## src/rtl/pcs_pkg.sv

```systemverilog
// Package: shared widths, operation codes and sequencer states for the
// program counter and dual stack unit.
package pcs_pkg;

    localparam int PCS_PC_W   = 14;
    localparam int PCS_LO_W   = 8;
    localparam int PCS_PTR_W  = 8;
    localparam int PCS_DATA_W = 8;

    // Operation codes presented by the decoder (encoding fixed by R12).
    typedef enum logic [3:0] {
        OP_NOP    = 4'd0,
        OP_STEP   = 4'd1,
        OP_PAGE   = 4'd2,
        OP_CALL   = 4'd3,
        OP_INTACK = 4'd4,
        OP_RET    = 4'd5,
        OP_RETI   = 4'd6,
        OP_PUSH   = 4'd7,
        OP_POP    = 4'd8,
        OP_LDPSP  = 4'd9,
        OP_LDDSP  = 4'd10
    } op_e;

    // Sequencer states; every state except ST_IDLE is a busy cycle.
    typedef enum logic [3:0] {
        ST_IDLE   = 4'd0,
        ST_SAV_LO = 4'd1,
        ST_SAV_HI = 4'd2,
        ST_RD_HI  = 4'd3,
        ST_RD_LO  = 4'd4,
        ST_RD_FIN = 4'd5,
        ST_PUSH   = 4'd6,
        ST_POP_RD = 4'd7,
        ST_POP_DT = 4'd8
    } st_e;

endpackage

```

## src/rtl/pcs_pc.sv

```systemverilog
// Module: pcs_pc
// Holds the program counter. The low byte advances on a step. A page
// operation advances both the page field and the low byte. A load takes
// priority over a page operation, and a page operation over a step.
// Assumes the requests are already qualified by the sequencer (never
// asserted while busy, except the load, which the sequencer issues).
module pcs_pc #(
    parameter int PC_W = 14,
    parameter int LO_W = 8
) (
    input  logic            clk,
    input  logic            rst_n,
    input  logic            step_i,
    input  logic            page_i,
    input  logic            load_i,
    input  logic [PC_W-1:0] load_val_i,
    output logic [PC_W-1:0] pc_o
);

    localparam int PAGE_W = PC_W - LO_W;

    logic [LO_W-1:0]   lo_q;
    logic [PAGE_W-1:0] page_q;

    // Program counter register with load, page and step updates.
    always_ff @(posedge clk) begin
        if (!rst_n) begin
            lo_q   <= '0;
            page_q <= '0;
        end else if (load_i) begin
            lo_q   <= load_val_i[LO_W-1:0];
            page_q <= load_val_i[PC_W-1:LO_W];
        end else if (page_i) begin
            lo_q   <= lo_q + 1'b1;
            page_q <= page_q + 1'b1;
        end else if (step_i) begin
            lo_q   <= lo_q + 1'b1;
        end
    end

    assign pc_o = {page_q, lo_q};

    AST_STEP_KEEPS_PAGE: assert property (@(posedge clk) disable iff (!rst_n)
        (step_i && !page_i && !load_i) |=> (pc_o[PC_W-1:LO_W] == $past(pc_o[PC_W-1:LO_W])));

    AST_PAGE_ADVANCES: assert property (@(posedge clk) disable iff (!rst_n)
        (page_i && !load_i) |=> (pc_o[PC_W-1:LO_W] == PAGE_W'($past(pc_o[PC_W-1:LO_W]) + 1'b1)));

endmodule

```

## src/rtl/pcs_ptr.sv

```systemverilog
// Module: pcs_ptr
// Stack pointer register with direct load, increment and decrement, all
// wrapping modulo 2**W. Priority: load, then increment, then decrement.
// Assumes the sequencer never asks for increment and decrement together.
module pcs_ptr #(
    parameter int W = 8
) (
    input  logic         clk,
    input  logic         rst_n,
    input  logic         ld_i,
    input  logic [W-1:0] ld_val_i,
    input  logic         inc_i,
    input  logic         dec_i,
    output logic [W-1:0] ptr_o
);

    logic [W-1:0] ptr_q;

    // Pointer register update.
    always_ff @(posedge clk) begin
        if (!rst_n) begin
            ptr_q <= '0;
        end else if (ld_i) begin
            ptr_q <= ld_val_i;
        end else if (inc_i) begin
            ptr_q <= ptr_q + 1'b1;
        end else if (dec_i) begin
            ptr_q <= ptr_q - 1'b1;
        end
    end

    assign ptr_o = ptr_q;

    AST_PTR_INC_WRAPS: assert property (@(posedge clk) disable iff (!rst_n)
        (inc_i && !ld_i) |=> (ptr_o == W'($past(ptr_o) + 1'b1)));

    AST_PTR_DEC_WRAPS: assert property (@(posedge clk) disable iff (!rst_n)
        (dec_i && !ld_i && !inc_i) |=> (ptr_o == W'($past(ptr_o) - 1'b1)));

endmodule

```

## src/rtl/pcs_seq.sv

```systemverilog
// Module: pcs_seq
// Operation sequencer. It accepts one request while idle and steps through
// the memory cycles of frame saves, frame restores, pushes and pops. It
// drives the single-port RAM and tells the counter and the pointers when to
// move. Assumes a RAM whose read data arrives one cycle after the address.
module pcs_seq
    import pcs_pkg::*;
#(
    parameter int PC_W  = 14,
    parameter int LO_W  = 8,
    parameter int PTR_W = 8
) (
    input  logic             clk,
    input  logic             rst_n,
    input  logic             op_valid_i,
    input  logic [3:0]       op_code_i,
    input  logic [7:0]       op_data_i,
    input  logic [PC_W-1:0]  op_target_i,
    input  logic             c_in_i,
    input  logic             z_in_i,
    input  logic [PC_W-1:0]  pc_i,
    input  logic [PTR_W-1:0] psp_i,
    input  logic [PTR_W-1:0] dsp_i,
    input  logic [7:0]       mem_rdata_i,
    output logic             busy_o,
    output logic             step_o,
    output logic             page_o,
    output logic             pc_ld_o,
    output logic [PC_W-1:0]  pc_ld_val_o,
    output logic             psp_ld_o,
    output logic             psp_inc_o,
    output logic             psp_dec_o,
    output logic             dsp_ld_o,
    output logic             dsp_inc_o,
    output logic             dsp_dec_o,
    output logic [PTR_W-1:0] ptr_ld_val_o,
    output logic             mem_en_o,
    output logic             mem_we_o,
    output logic [PTR_W-1:0] mem_addr_o,
    output logic [7:0]       mem_wdata_o,
    output logic             c_o,
    output logic             z_o,
    output logic [7:0]       pop_data_o,
    output logic             pop_valid_o
);

    localparam int PAGE_W = PC_W - LO_W;

    st_e             st_q;
    op_e             op;
    logic            accept;
    logic [7:0]      frm_lo_q;
    logic [7:0]      frm_hi_q;
    logic [PC_W-1:0] tgt_q;
    logic [7:0]      push_q;
    logic            reti_q;
    logic            c_q;
    logic            z_q;

    assign op     = op_e'(op_code_i);
    assign accept = op_valid_i && (st_q == ST_IDLE);

    // State register and captured operands of the running operation.
    always_ff @(posedge clk) begin
        if (!rst_n) begin
            st_q     <= ST_IDLE;
            frm_lo_q <= '0;
            frm_hi_q <= '0;
            tgt_q    <= '0;
            push_q   <= '0;
            reti_q   <= 1'b0;
            c_q      <= 1'b0;
            z_q      <= 1'b0;
        end else begin
            case (st_q)
                ST_IDLE: begin
                    if (op_valid_i) begin
                        case (op)
                            OP_CALL, OP_INTACK: begin
                                frm_lo_q <= pc_i[LO_W-1:0];
                                frm_hi_q <= {c_in_i, z_in_i, pc_i[PC_W-1:LO_W]};
                                tgt_q    <= op_target_i;
                                st_q     <= ST_SAV_LO;
                            end
                            OP_RET, OP_RETI: begin
                                reti_q <= (op == OP_RETI);
                                st_q   <= ST_RD_HI;
                            end
                            OP_PUSH: begin
                                push_q <= op_data_i;
                                st_q   <= ST_PUSH;
                            end
                            OP_POP:  st_q <= ST_POP_RD;
                            default: st_q <= ST_IDLE;
                        endcase
                    end
                end
                ST_SAV_LO: st_q <= ST_SAV_HI;
                ST_SAV_HI: st_q <= ST_IDLE;
                ST_RD_HI:  st_q <= ST_RD_LO;
                ST_RD_LO: begin
                    frm_hi_q <= mem_rdata_i;
                    st_q     <= ST_RD_FIN;
                end
                ST_RD_FIN: begin
                    if (reti_q) begin
                        c_q <= frm_hi_q[7];
                        z_q <= frm_hi_q[6];
                    end
                    st_q <= ST_IDLE;
                end
                ST_PUSH:   st_q <= ST_IDLE;
                ST_POP_RD: st_q <= ST_POP_DT;
                ST_POP_DT: st_q <= ST_IDLE;
                default:   st_q <= ST_IDLE;
            endcase
        end
    end

    // Single-cycle requests taken while idle.
    always_comb begin
        step_o       = accept && (op == OP_STEP);
        page_o       = accept && (op == OP_PAGE);
        psp_ld_o     = accept && (op == OP_LDPSP);
        dsp_ld_o     = accept && (op == OP_LDDSP);
        ptr_ld_val_o = op_data_i;
    end

    // Pointer movement during the busy cycles.
    always_comb begin
        psp_inc_o = (st_q == ST_SAV_LO) || (st_q == ST_SAV_HI);
        psp_dec_o = (st_q == ST_RD_HI) || (st_q == ST_RD_LO);
        dsp_dec_o = (st_q == ST_PUSH);
        dsp_inc_o = (st_q == ST_POP_RD);
    end

    // RAM port: address, direction and write data for each busy cycle.
    always_comb begin
        mem_en_o    = 1'b0;
        mem_we_o    = 1'b0;
        mem_addr_o  = '0;
        mem_wdata_o = '0;
        case (st_q)
            ST_SAV_LO: begin
                mem_en_o    = 1'b1;
                mem_we_o    = 1'b1;
                mem_addr_o  = psp_i;
                mem_wdata_o = frm_lo_q;
            end
            ST_SAV_HI: begin
                mem_en_o    = 1'b1;
                mem_we_o    = 1'b1;
                mem_addr_o  = psp_i;
                mem_wdata_o = frm_hi_q;
            end
            ST_RD_HI, ST_RD_LO: begin
                mem_en_o   = 1'b1;
                mem_addr_o = psp_i - 1'b1;
            end
            ST_PUSH: begin
                mem_en_o    = 1'b1;
                mem_we_o    = 1'b1;
                mem_addr_o  = dsp_i - 1'b1;
                mem_wdata_o = push_q;
            end
            ST_POP_RD: begin
                mem_en_o   = 1'b1;
                mem_addr_o = dsp_i;
            end
            default: ;
        endcase
    end

    // Counter reload at the end of a save (target) or a restore (frame).
    always_comb begin
        pc_ld_o     = (st_q == ST_SAV_HI) || (st_q == ST_RD_FIN);
        pc_ld_val_o = (st_q == ST_SAV_HI) ? tgt_q
                                           : {frm_hi_q[PAGE_W-1:0], mem_rdata_i};
    end

    assign busy_o      = (st_q != ST_IDLE);
    assign c_o         = c_q;
    assign z_o         = z_q;
    assign pop_data_o  = mem_rdata_i;
    assign pop_valid_o = (st_q == ST_POP_DT);

    AST_SAVE_TWO_WRITES: assert property (@(posedge clk) disable iff (!rst_n)
        (st_q == ST_SAV_LO) |=> (mem_we_o && busy_o && (mem_addr_o == PTR_W'($past(psp_i) + 1'b1))));

    AST_FLAGS_ONLY_ON_RETI: assert property (@(posedge clk) disable iff (!rst_n)
        !$stable({c_q, z_q}) |-> ($past(st_q) == ST_RD_FIN && $past(reti_q)));

    AST_PUSH_ONE_CYCLE: assert property (@(posedge clk) disable iff (!rst_n)
        (st_q == ST_PUSH) |=> !busy_o);

endmodule

```

## src/rtl/pcs_top.sv

```systemverilog
// Module: pcs_top
// Program counter and dual stack unit: connects the sequencer, the program
// counter and the two stack pointers. Assumes a single-port 256-byte RAM
// outside the unit, with one cycle of read latency.
module pcs_top
    import pcs_pkg::*;
#(
    parameter int PC_W  = PCS_PC_W,
    parameter int LO_W  = PCS_LO_W,
    parameter int PTR_W = PCS_PTR_W
) (
    input  logic             clk,
    input  logic             rst_n,
    input  logic             op_valid_i,
    input  logic [3:0]       op_code_i,
    input  logic [7:0]       op_data_i,
    input  logic [PC_W-1:0]  op_target_i,
    input  logic             c_in_i,
    input  logic             z_in_i,
    output logic [PC_W-1:0]  pc_o,
    output logic             c_o,
    output logic             z_o,
    output logic             busy_o,
    output logic [PTR_W-1:0] psp_o,
    output logic [PTR_W-1:0] dsp_o,
    output logic [7:0]       pop_data_o,
    output logic             pop_valid_o,
    output logic             mem_en_o,
    output logic             mem_we_o,
    output logic [PTR_W-1:0] mem_addr_o,
    output logic [7:0]       mem_wdata_o,
    input  logic [7:0]       mem_rdata_i
);

    logic             step, page, pc_ld;
    logic [PC_W-1:0]  pc_ld_val;
    logic             psp_ld, psp_inc, psp_dec;
    logic             dsp_ld, dsp_inc, dsp_dec;
    logic [PTR_W-1:0] ptr_ld_val;

    pcs_seq #(.PC_W(PC_W), .LO_W(LO_W), .PTR_W(PTR_W)) u_seq (
        .clk          (clk),
        .rst_n        (rst_n),
        .op_valid_i   (op_valid_i),
        .op_code_i    (op_code_i),
        .op_data_i    (op_data_i),
        .op_target_i  (op_target_i),
        .c_in_i       (c_in_i),
        .z_in_i       (z_in_i),
        .pc_i         (pc_o),
        .psp_i        (psp_o),
        .dsp_i        (dsp_o),
        .mem_rdata_i  (mem_rdata_i),
        .busy_o       (busy_o),
        .step_o       (step),
        .page_o       (page),
        .pc_ld_o      (pc_ld),
        .pc_ld_val_o  (pc_ld_val),
        .psp_ld_o     (psp_ld),
        .psp_inc_o    (psp_inc),
        .psp_dec_o    (psp_dec),
        .dsp_ld_o     (dsp_ld),
        .dsp_inc_o    (dsp_inc),
        .dsp_dec_o    (dsp_dec),
        .ptr_ld_val_o (ptr_ld_val),
        .mem_en_o     (mem_en_o),
        .mem_we_o     (mem_we_o),
        .mem_addr_o   (mem_addr_o),
        .mem_wdata_o  (mem_wdata_o),
        .c_o          (c_o),
        .z_o          (z_o),
        .pop_data_o   (pop_data_o),
        .pop_valid_o  (pop_valid_o)
    );

    pcs_pc #(.PC_W(PC_W), .LO_W(LO_W)) u_pc (
        .clk        (clk),
        .rst_n      (rst_n),
        .step_i     (step),
        .page_i     (page),
        .load_i     (pc_ld),
        .load_val_i (pc_ld_val),
        .pc_o       (pc_o)
    );

    pcs_ptr #(.W(PTR_W)) u_psp (
        .clk      (clk),
        .rst_n    (rst_n),
        .ld_i     (psp_ld),
        .ld_val_i (ptr_ld_val),
        .inc_i    (psp_inc),
        .dec_i    (psp_dec),
        .ptr_o    (psp_o)
    );

    pcs_ptr #(.W(PTR_W)) u_dsp (
        .clk      (clk),
        .rst_n    (rst_n),
        .ld_i     (dsp_ld),
        .ld_val_i (ptr_ld_val),
        .inc_i    (dsp_inc),
        .dec_i    (dsp_dec),
        .ptr_o    (dsp_o)
    );

    AST_BUSY_HOLDS_PC: assert property (@(posedge clk) disable iff (!rst_n)
        (busy_o && !pc_ld) |=> $stable(pc_o));

endmodule

```

## config.mk

```make
export PLATFORM = sky130hd
export DESIGN_NAME = pcs_top
export DESIGN_NICKNAME = d
export VERILOG_FILES = /design/src/rtl/pcs_pkg.sv /design/src/rtl/pcs_pc.sv /design/src/rtl/pcs_ptr.sv /design/src/rtl/pcs_seq.sv /design/src/rtl/pcs_top.sv
export SDC_FILE = /design/constraint.sdc
export NUM_CORES = 1
export LEC_CHECK = 0
export CORE_ASPECT_RATIO = 1.75
export CORE_UTILIZATION = 60
export CTS_CLUSTER_DIAMETER = 60
export DETAILED_ROUTE_END_ITERATION = 12
export DONT_BUFFER_PORTS = 1
export PLACE_DENSITY = 0.73
export SLEW_MARGIN = 20
export SYNTH_ARGS = -nofsm -noshare
export SYNTH_HDL_FRONTEND = slang
export SYNTH_SLANG_ARGS = --single-unit
```

## constraint.sdc

```tcl
create_clock -name clk -period 3.2 [get_ports clk]
set_input_delay 0.32 -clock clk [delete_from_list [all_inputs] [get_ports clk]]
set_output_delay 0.32 -clock clk [all_outputs]
set_load 0.01 [all_outputs]
```

==> results of run 1 <==
cells by family after synthesis:
family / after synthesis
AND/OR/NAND/NOR: 215
XOR/XNOR: 29
adder cells (fa/ha/maj): 6
flip-flops: 75
multiplexers: 31
AO/OA/AOI/OAI: 155
buffers and inverters: 73
flip-flops by register name (all words and copies together) (netlist names):
register	flops
u_dsp.ptr_o	8
u_pc.lo_q	8
u_seq.c_o	1
u_seq.push_q	8
u_seq.frm_hi_q	8
u_seq.frm_lo_q	8
u_seq.reti_q	1
u_pc.page_q	6
u_seq.st_q	4
u_seq.tgt_q	14
u_psp.ptr_o	8
u_seq.z_o	1
worst max-delay path: cells and delay by family, from the launching register on:
family	cells	cell delay [ns]
buffers and inverters	2	0.49
and+or+nand+nor	1	0.16
DFF	1	0.71
AOI/OAI and AO/OA	2	0.72
through the flow:
step	utilization, %	cells
floorplan	-	584
global placement	61.1	624
detailed placement	61.1	624
CTS	65.4	640
global route	65.4	640
finish	65.4	640
power by group:
group | internal, uW | leakage, uW | switching, uW
Clock | 669 | 0.000156 | 380
Sequential | 980 | 0.000607 | 107
Combinational | 170 | 0.000947 | 241
Total | 1820 | 0.00171 | 728
routing by layer:
layer | vias to the layer above | GRT usage [%] | share of wire [%]
met5 | - | 0 | 0
met4 | 0 | 24.6 | 6.2
met3 | 42 | 6.40 | 7.0
met2 | 213 | 62.2 | 54
met1 | 1969 | 30.6 | 33
li1 | 2006 | - | -
placed cells by master, fill, tap and decap left out, drive strengths merged, types with 5 or more instances in the layout:
cell type / n
xor2: 14
nand3: 19
nand4: 6
a21oi: 57
buf: 6
and3: 6
xnor2: 15
nand2: 80
nand2b: 6
a222oi: 8
nor2: 43
nor3: 14
clkbuf: 13
inv: 22
a31oi: 7
dfxtp: 75
o22ai: 5
o21ai: 41
mux2i: 18
mux2: 13
a211oi: 6
ha: 6
or3: 5
area by class of cell:
type	instances	area (um^2)	share of cell area, %
inverter	21	81.3	1.71
sequential	75	1500	31.5
clock inverter	3	43.8	0.920
clock buffer	13	270	5.68
timing repair buffer	6	45.0	0.946
tap	86	108	2.26
multi-input combinational	436	2710	57.0
final timing paths:
| kind | endpoint | slack, ns | cells after the start | startpoint |
|---|---|---|---|---|
| setup / recovery | mem_addr_o[4] | 0.46 | 5 | u_seq.st_q[0] |
| hold / removal | u_seq.tgt_q[8] | 0.12 | 2 | op_target_i[8] |
| setup reg to reg | u_psp.ptr_o[6] | 0.69 | 6 | u_seq.st_q[1] |
| hold reg to reg | u_seq.frm_lo_q[5] | 0.46 | 2 | u_seq.frm_lo_q[5] |
==> results.cfg, run 1 <==
[sta]
skew_ns = 0.00534
fin_crit_sh_pct = 85.7
hold_slack_ns = 0.117
setup_tns_ns = 0
slew_headroom_pct = 45.6
worstMarginPinSlew_ns = 0.816
layout_setup_ws_ns = 0.459
fmax_mhz = 365
setup_viol = 0
fin_crit_ns = 2.74
rsz0062_at_grt = false
slew_viol_final = 0
hold_viol = 0

[floorplanning]
initial_core_util_pct = 62.5
die_w_um = 67.8
std_cell_rows = 41
die_area_um2 = 7950
core_region_area_um2 = 7280
ios = 99
die_y_um = 117

[layout]
stdcell_area_um2 = 4760
layout-drive-gt1-share_pct = 9.03
fillers = 662
nets = 594
diodes = 0
syn_to_final_growth_pct = 4.68

[yosys]
synth-simple-area-share_pct = 23.7
synth_xor_area_share_pct = 5.58
ys_warn_count = 0
synth_top_family_by_area = simple AND/OR/NAND/NOR gates
synth_seq_cells = 75
syn_nets = 629
synth_top_area_cell = dfxtp_1
synth_cell_types = 67
synth_area_leaders = dfxtp_1 (33%), nand2_1 (6.6%), a21oi_1 (6.3%)
syn-cell-area_um2 = 4550
synth_common_cells = nand2_1 (80), dfxtp_1 (75), a21oi_1 (57)
synthArstFlopShare_pct = 0
ys_seq_area_share_pct = 33.0
synth.most_common_cell = nand2_1
synth_edf_count = 0
synth_ff_type = dfxtp_1
postSynthCellCount = 584
avgSynthCellArea_um2 = 7.79
synth_adder_area_share_pct = 1.65
synth-compound-area-share_pct = 21.2
synth_top_area_share_pct = 33.0
muxShareOfSynthArea_pct = 7.18

[drt]
num_vias = 4230
drt_wl_total_mm = 12.9
antenna_left = 0
detail_route.wl_per_cell_um = 20.1
drc = 0
vias_per_cell = 6.61
drt_iter0_drc = 286
drt-pass1-iter-count = 5

[clocking]
cts_resized = 0
cts_hold_buf = 0
h-tree-depth = 3
cts_setup_buffers = 0
clkTransAtPathRegs_ns = 0.06
clk_latency_ns = 0.34
cts_buffer_depth = 2
cts_buffers = 9
cts_root_buffer = clkbuf_16
cts_sinks = 75
cts_tree = built

[place]
dp_slack_ns = 0.708
dpl.hpwl_mm = 9.50
io_buffers = 0
dpl_cell_area_um2 = 4450
gp_congestion = 0.886

[grt]
grtUsageTotal_pct = 33.4
first_global_vias = 4028
grt_max_degree = 47
grt_pass1_wl_mm = 19.2
grt_overflow = 0
grt_antenna_before_repair = 0

[setup_path]
cp-end-kind = output port
slowest_delay_ns = 0.71
crit_fanout = 17
critPathSlowestCell = dfxtp_1
cp_common_cell = buf_4
cp-start-kind = flop
crit_chain = buf_4, and3b_1, o21ai_0, buf_4, o311ai_0
critical_path_class = flop to output port
crit_arrival_ns = 2.42
crit_required_ns = 2.88

[pwr]
leakagePower_uw = 0.00171
power_density_nw_per_um2 = 535
power.total_uw = 2550
irDropWorstVdd_mv = 0.431

[flow_run]
cap_violations = 0

[worst_hold_path]
hold_path_class = primary input to flop

[outcome]
status = completed
No activity file was read; power rests on OpenSTA's default activity.
==> run 2, diff against run 1 <==
--- a/config.mk
+++ b/config.mk
@@ -6,6 +6,7 @@
 export NUM_CORES = 1
 export LEC_CHECK = 0
 export CORE_ASPECT_RATIO = 1.75
+export CORE_MARGIN = 2
 export CORE_UTILIZATION = 60
 export CTS_CLUSTER_DIAMETER = 60
 export DETAILED_ROUTE_END_ITERATION = 12
==> run 2 against run 1 <==
Clock-buffer cell count decreased by 4. Core utilization decreased by 1.2 points. Global-route usage decreased by 1.7 points. Design area increased by 0.63%. Fmax increased by 1.7%. Final cell count increased by 0.63%. Register-to-register slack improved by 0.04 ns. Hold slack about the same. Die area increased by 4.7%. First-iteration DRC count increased by 3.1%. Sequential cell count unchanged.
==> results.cfg, run 2 (synthesis gave the netlist of run 1 again) <==
[sta]
hold_viol = 0
rsz0062_at_grt = false
fin_crit_ns = 2.70
setup_viol = 0
fin_crit_sh_pct = 84.2
slew_headroom_pct = 42.2
hold_slack_ns = 0.117
slew_viol_final = 0
worstMarginPinSlew_ns = 0.866
fmax_mhz = 371
setup_tns_ns = 0
skew_ns = 0.00422
layout_setup_ws_ns = 0.504

[clocking]
cts_resized = 0
clk_latency_ns = 0.33
cts_sinks = 75
cts_setup_buffers = 0
clkTransAtPathRegs_ns = 0.06
cts_buffers = 9
cts_buffer_depth = 2
cts_tree = built
h-tree-depth = 3
cts_root_buffer = clkbuf_16
cts_hold_buf = 0

[layout]
layout_common_cells = nand2_1 (80), dfxtp_1 (75), a21oi_1 (57)
fillers = 672
postLayoutCoreUtil_pct = 64.2
layout-drive-gt1-share_pct = 9.53
nets = 596
stdcell_area_um2 = 4790
top_register = u_seq.tgt_q
syn_to_final_growth_pct = 5.34
final_common_cell = nand2_1
largest_reg_flops = 14
diodes = 0

[pwr]
power_density_nw_per_um2 = 541
irDropWorstVdd_mv = 0.456
leakagePower_uw = 0.00172

[place]
io_buffers = 0
dpl.hpwl_mm = 9.44
gp_congestion = 0.909
dpl_cell_area_um2 = 4470
dp_slack_ns = 0.754

[drt]
drt_wl_total_mm = 12.9
drt-pass1-iter-count = 4
vias_per_cell = 6.55
num_vias = 4219
antenna_left = 0
drt_iter0_drc = 295
detail_route.wl_per_cell_um = 20.0
drc = 0

[flow_run]
cap_violations = 0

[floorplanning]
die_area_um2 = 8320
ios = 99
std_cell_rows = 42
die_y_um = 119
core_region_area_um2 = 7460
initial_core_util_pct = 61.0
die_w_um = 69.8

[grt]
grt_pass1_wl_mm = 20.7
grtUsageTotal_pct = 31.7
grt_antenna_before_repair = 0
grt_overflow = 0
first_global_vias = 4044
grt_max_degree = 47

[setup_path]
crit_arrival_ns = 2.38
worst-r2r-setup-slack_ns = 0.73
cp-start-kind = flop
cp-end-kind = output port
crit_fanout = 22
crit_required_ns = 2.88
critical_path_class = flop to output port

[outcome]
status = completed

[worst_hold_path]
hold_path_class = primary input to flop
==> run 2: layout make-up <==
cell class | instances | area (um^2) | area share (%)
repair buffers | 8 | 60.1 | 1.25
multi-input cells | 436 | 2710 | 56.6
clock inverters | 7 | 101 | 2.11
well taps | 88 | 110 | 2.30
flip-flops and latches | 75 | 1500 | 31.3
clock buffers | 9 | 225 | 4.70
inverters | 21 | 81.3 | 1.70
==> run 2: critical path, cell delays in order, from the launching register on <==
cell	delay (ns)
dfxtp_1	0.67
or2_0	0.41
nor2_1	0.11
buf_4	0.24
a222oi_1	0.46
inv_1	0.16
==> run 2: final timing paths <==
check                                startpoint               to  cells past startpoint
worst min register to register   u_seq.tgt_q[1]   u_seq.tgt_q[1]                      2
worst max-delay path              u_seq.st_q[2]   mem_wdata_o[1]                      5
worst max register to register    u_seq.st_q[1]   u_psp.ptr_o[6]                      6
worst min-delay path            op_target_i[12]  u_seq.tgt_q[12]                      2
==> run 2: metal layers <==
layer	global-route usage [%]	vias up	routed length (um)
met5	0	-	0
met4	21.6	0	868
met3	8.12	43	909
met2	56.5	189	6740
met1	31.2	1971	4330
li1	-	2016	-
==> run 2: report_power, final <==
| group | internal, uW | switching (uW) |
|---|---|---|
| Combinational | 170 | 242 |
| Clock | 689 | 408 |
| Sequential | 980 | 102 |
==> run 2: stage by stage <==
stage	total power, uW	std cells
6_report	2590	644
3_3_place_gp	1500	628
4_1_cts	2610	644
2_1_floorplan	1440	584
3_5_place_dp	1510	628
5_1_grt	2710	644
==> run 3, diff against run 2 <==
==> constraint.sdc (replaced) <==
create_clock -name clk -period 2.6 [get_ports clk]
set_input_delay 0.26 -clock clk [delete_from_list [all_inputs] [get_ports clk]]
set_output_delay 0.26 -clock clk [all_outputs]
set_load 0.01 [all_outputs]
==> run 3 against run 2 <==
Design area up 1.8%. First-iteration DRC count down 12%. Non-clock buffer count up 9. Clock power is 30% higher. Hold slack lost 0.061 ns. Setup slack worse by 0.37 ns. Clock-buffer cell count is 2 higher. Critical path depth is the same. Via count rose by 0.78%.
==> results.cfg, run 3 (synthesis gave the netlist of run 1 again) <==
[outcome]
status = completed

[pwr]
power.total_uw = 3280
irDropWorstVdd_mv = 0.571
power_density_nw_per_um2 = 673
leakagePower_uw = 0.00178

[place]
io_buffers = 0
dpl.hpwl_mm = 9.50
dpl_cell_area_um2 = 4530
gp_congestion = 0.906

[drt]
antenna_left = 0
drt-pass1-iter-count = 7
drt_iter0_drc = 261
vias_per_cell = 6.52
drt_wl_total_mm = 13.1
drc = 0
detail_route.wl_per_cell_um = 20.1
num_vias = 4252

[clocking]
cts_tree = built
h-tree-depth = 3
clkTransAtPathRegs_ns = 0.06
clk_latency_ns = 0.34
cts_buffer_depth = 2
cts_root_buffer = clkbuf_16
cts_sinks = 75
cts_buffers = 9

[setup_path]
worst-r2r-setup-slack_ns = 0.42
cp-start-kind = flop
r2r-end = u_seq.tgt_q[10]
cp-end-kind = output port
crit_arrival_ns = 2.20
r2r_cells = 6
crit_fanout = 12
crit_required_ns = 2.34
critical_path_class = flop to output port
worstReg2RegStart = u_seq.st_q[2]

[grt]
grt_pass1_wl_mm = 20.8
first_global_vias = 4164
grtUsageTotal_pct = 32.0
grt_antenna_before_repair = 0
grt_overflow = 0
grt_max_degree = 47

[worst_hold_path]
hold_end = u_seq.tgt_q[6]
hold_depth = 2
hold_path_class = primary input to flop
worstHoldStart = op_target_i[6]

[sta]
hold_viol = 0
fin_crit_sh_pct = 94.7
rsz0062_at_grt = false
setup_viol = 0
fin_crit_ns = 2.46
hold_slack_ns = 0.0556
fmax_mhz = 406
skew_ns = 0.00545
slew_viol_final = 0
slew_headroom_pct = 43.5
worstMarginPinSlew_ns = 0.848
setup_tns_ns = 0

[layout]
largest_reg_flops = 14
nets = 605
final_common_cell = nand2_1
fillers = 665
multi_input_area_um2 = 2710
layout_common_cells = nand2_1 (80), dfxtp_1 (73), a21oi_1 (57)
syn_to_final_growth_pct = 7.21
postLayoutCoreUtil_pct = 65.4
seqCellArea_um2 = 1500
diodes = 0
top_register = u_seq.tgt_q
stdcell_area_um2 = 4880
layout-drive-gt1-share_pct = 11.0

[floorplanning]
die_y_um = 119
core_region_area_um2 = 7460
die_area_um2 = 8320
die_w_um = 69.8
initial_core_util_pct = 61.0
ios = 99
std_cell_rows = 42

[flow_run]
cap_violations = 0
## run 3: through the flow
stage	worst slack, ns	instances
final	0.139	652
after global routing	0.0224	652
after CTS	0.0506	652
after detailed placement	0.404	637
after global placement	0.479	637
after floorplan	0.634	584
## run 3: how the worst max path moves through the flow
stage | from | to | slack, ns | cells past startpoint
floorplan | u_seq.st_q[0] | u_psp.ptr_o[4] | 0.63 | 8
global placement | u_seq.st_q[0] | u_seq.tgt_q[11] | 0.48 | 6
detailed placement | u_seq.st_q[0] | u_seq.tgt_q[1] | 0.40 | 6
CTS | u_seq.st_q[0] | mem_addr_o[5] | 0.05 | 5
global route | u_seq.st_q[0] | mem_addr_o[5] | 0.02 | 7
finish | u_seq.st_q[3] | mem_wdata_o[1] | 0.14 | 5
## run 3: final cells by class
| type | instances | area share (%) |
|---|---|---|
| Timing Repair Buffer | 17 | 2.62 |
| Tap cell | 88 | 2.26 |
| Sequential cell | 75 | 30.8 |
| Clock inverter | 4 | 2.03 |
| Clock buffer | 11 | 4.98 |
| Multi-Input combinational cell | 436 | 55.6 |
| Inverter | 21 | 1.67 |
## run 3: where the power goes
group | internal [uW] | switching [uW] | leakage (uW)
Sequential | 1210 | 115 | 0.000608
Clock | 960 | 474 | 0.000166
Combinational | 222 | 306 | 0.00100
Total | 2390 | 896 | 0.00178
## run 3: critical path: stages, from the launching register on
cell      delay [ns]
dfxtp_1         0.60
or2_0           0.40
nor2_1          0.10
buf_4           0.20
a222oi_1        0.42
inv_1           0.15
## run 3: per-layer routing
layer	up-vias	GRT usage, %	wire (um)
met5	-	0	0
met4	0	20.6	698
met3	41	5.84	827
met2	192	58.9	7060
met1	1990	32.0	4510
li1	2029	-	-
## run 3: repair_timing
item | 4_1_cts | 5_1_grt
endpoints found under the setup margin | 0 | 4
hold buffers | 0 | 0
hold endpoints to repair | 0 | 0
setup buffers | 0 | 0
gates resized for setup | 0 | 2
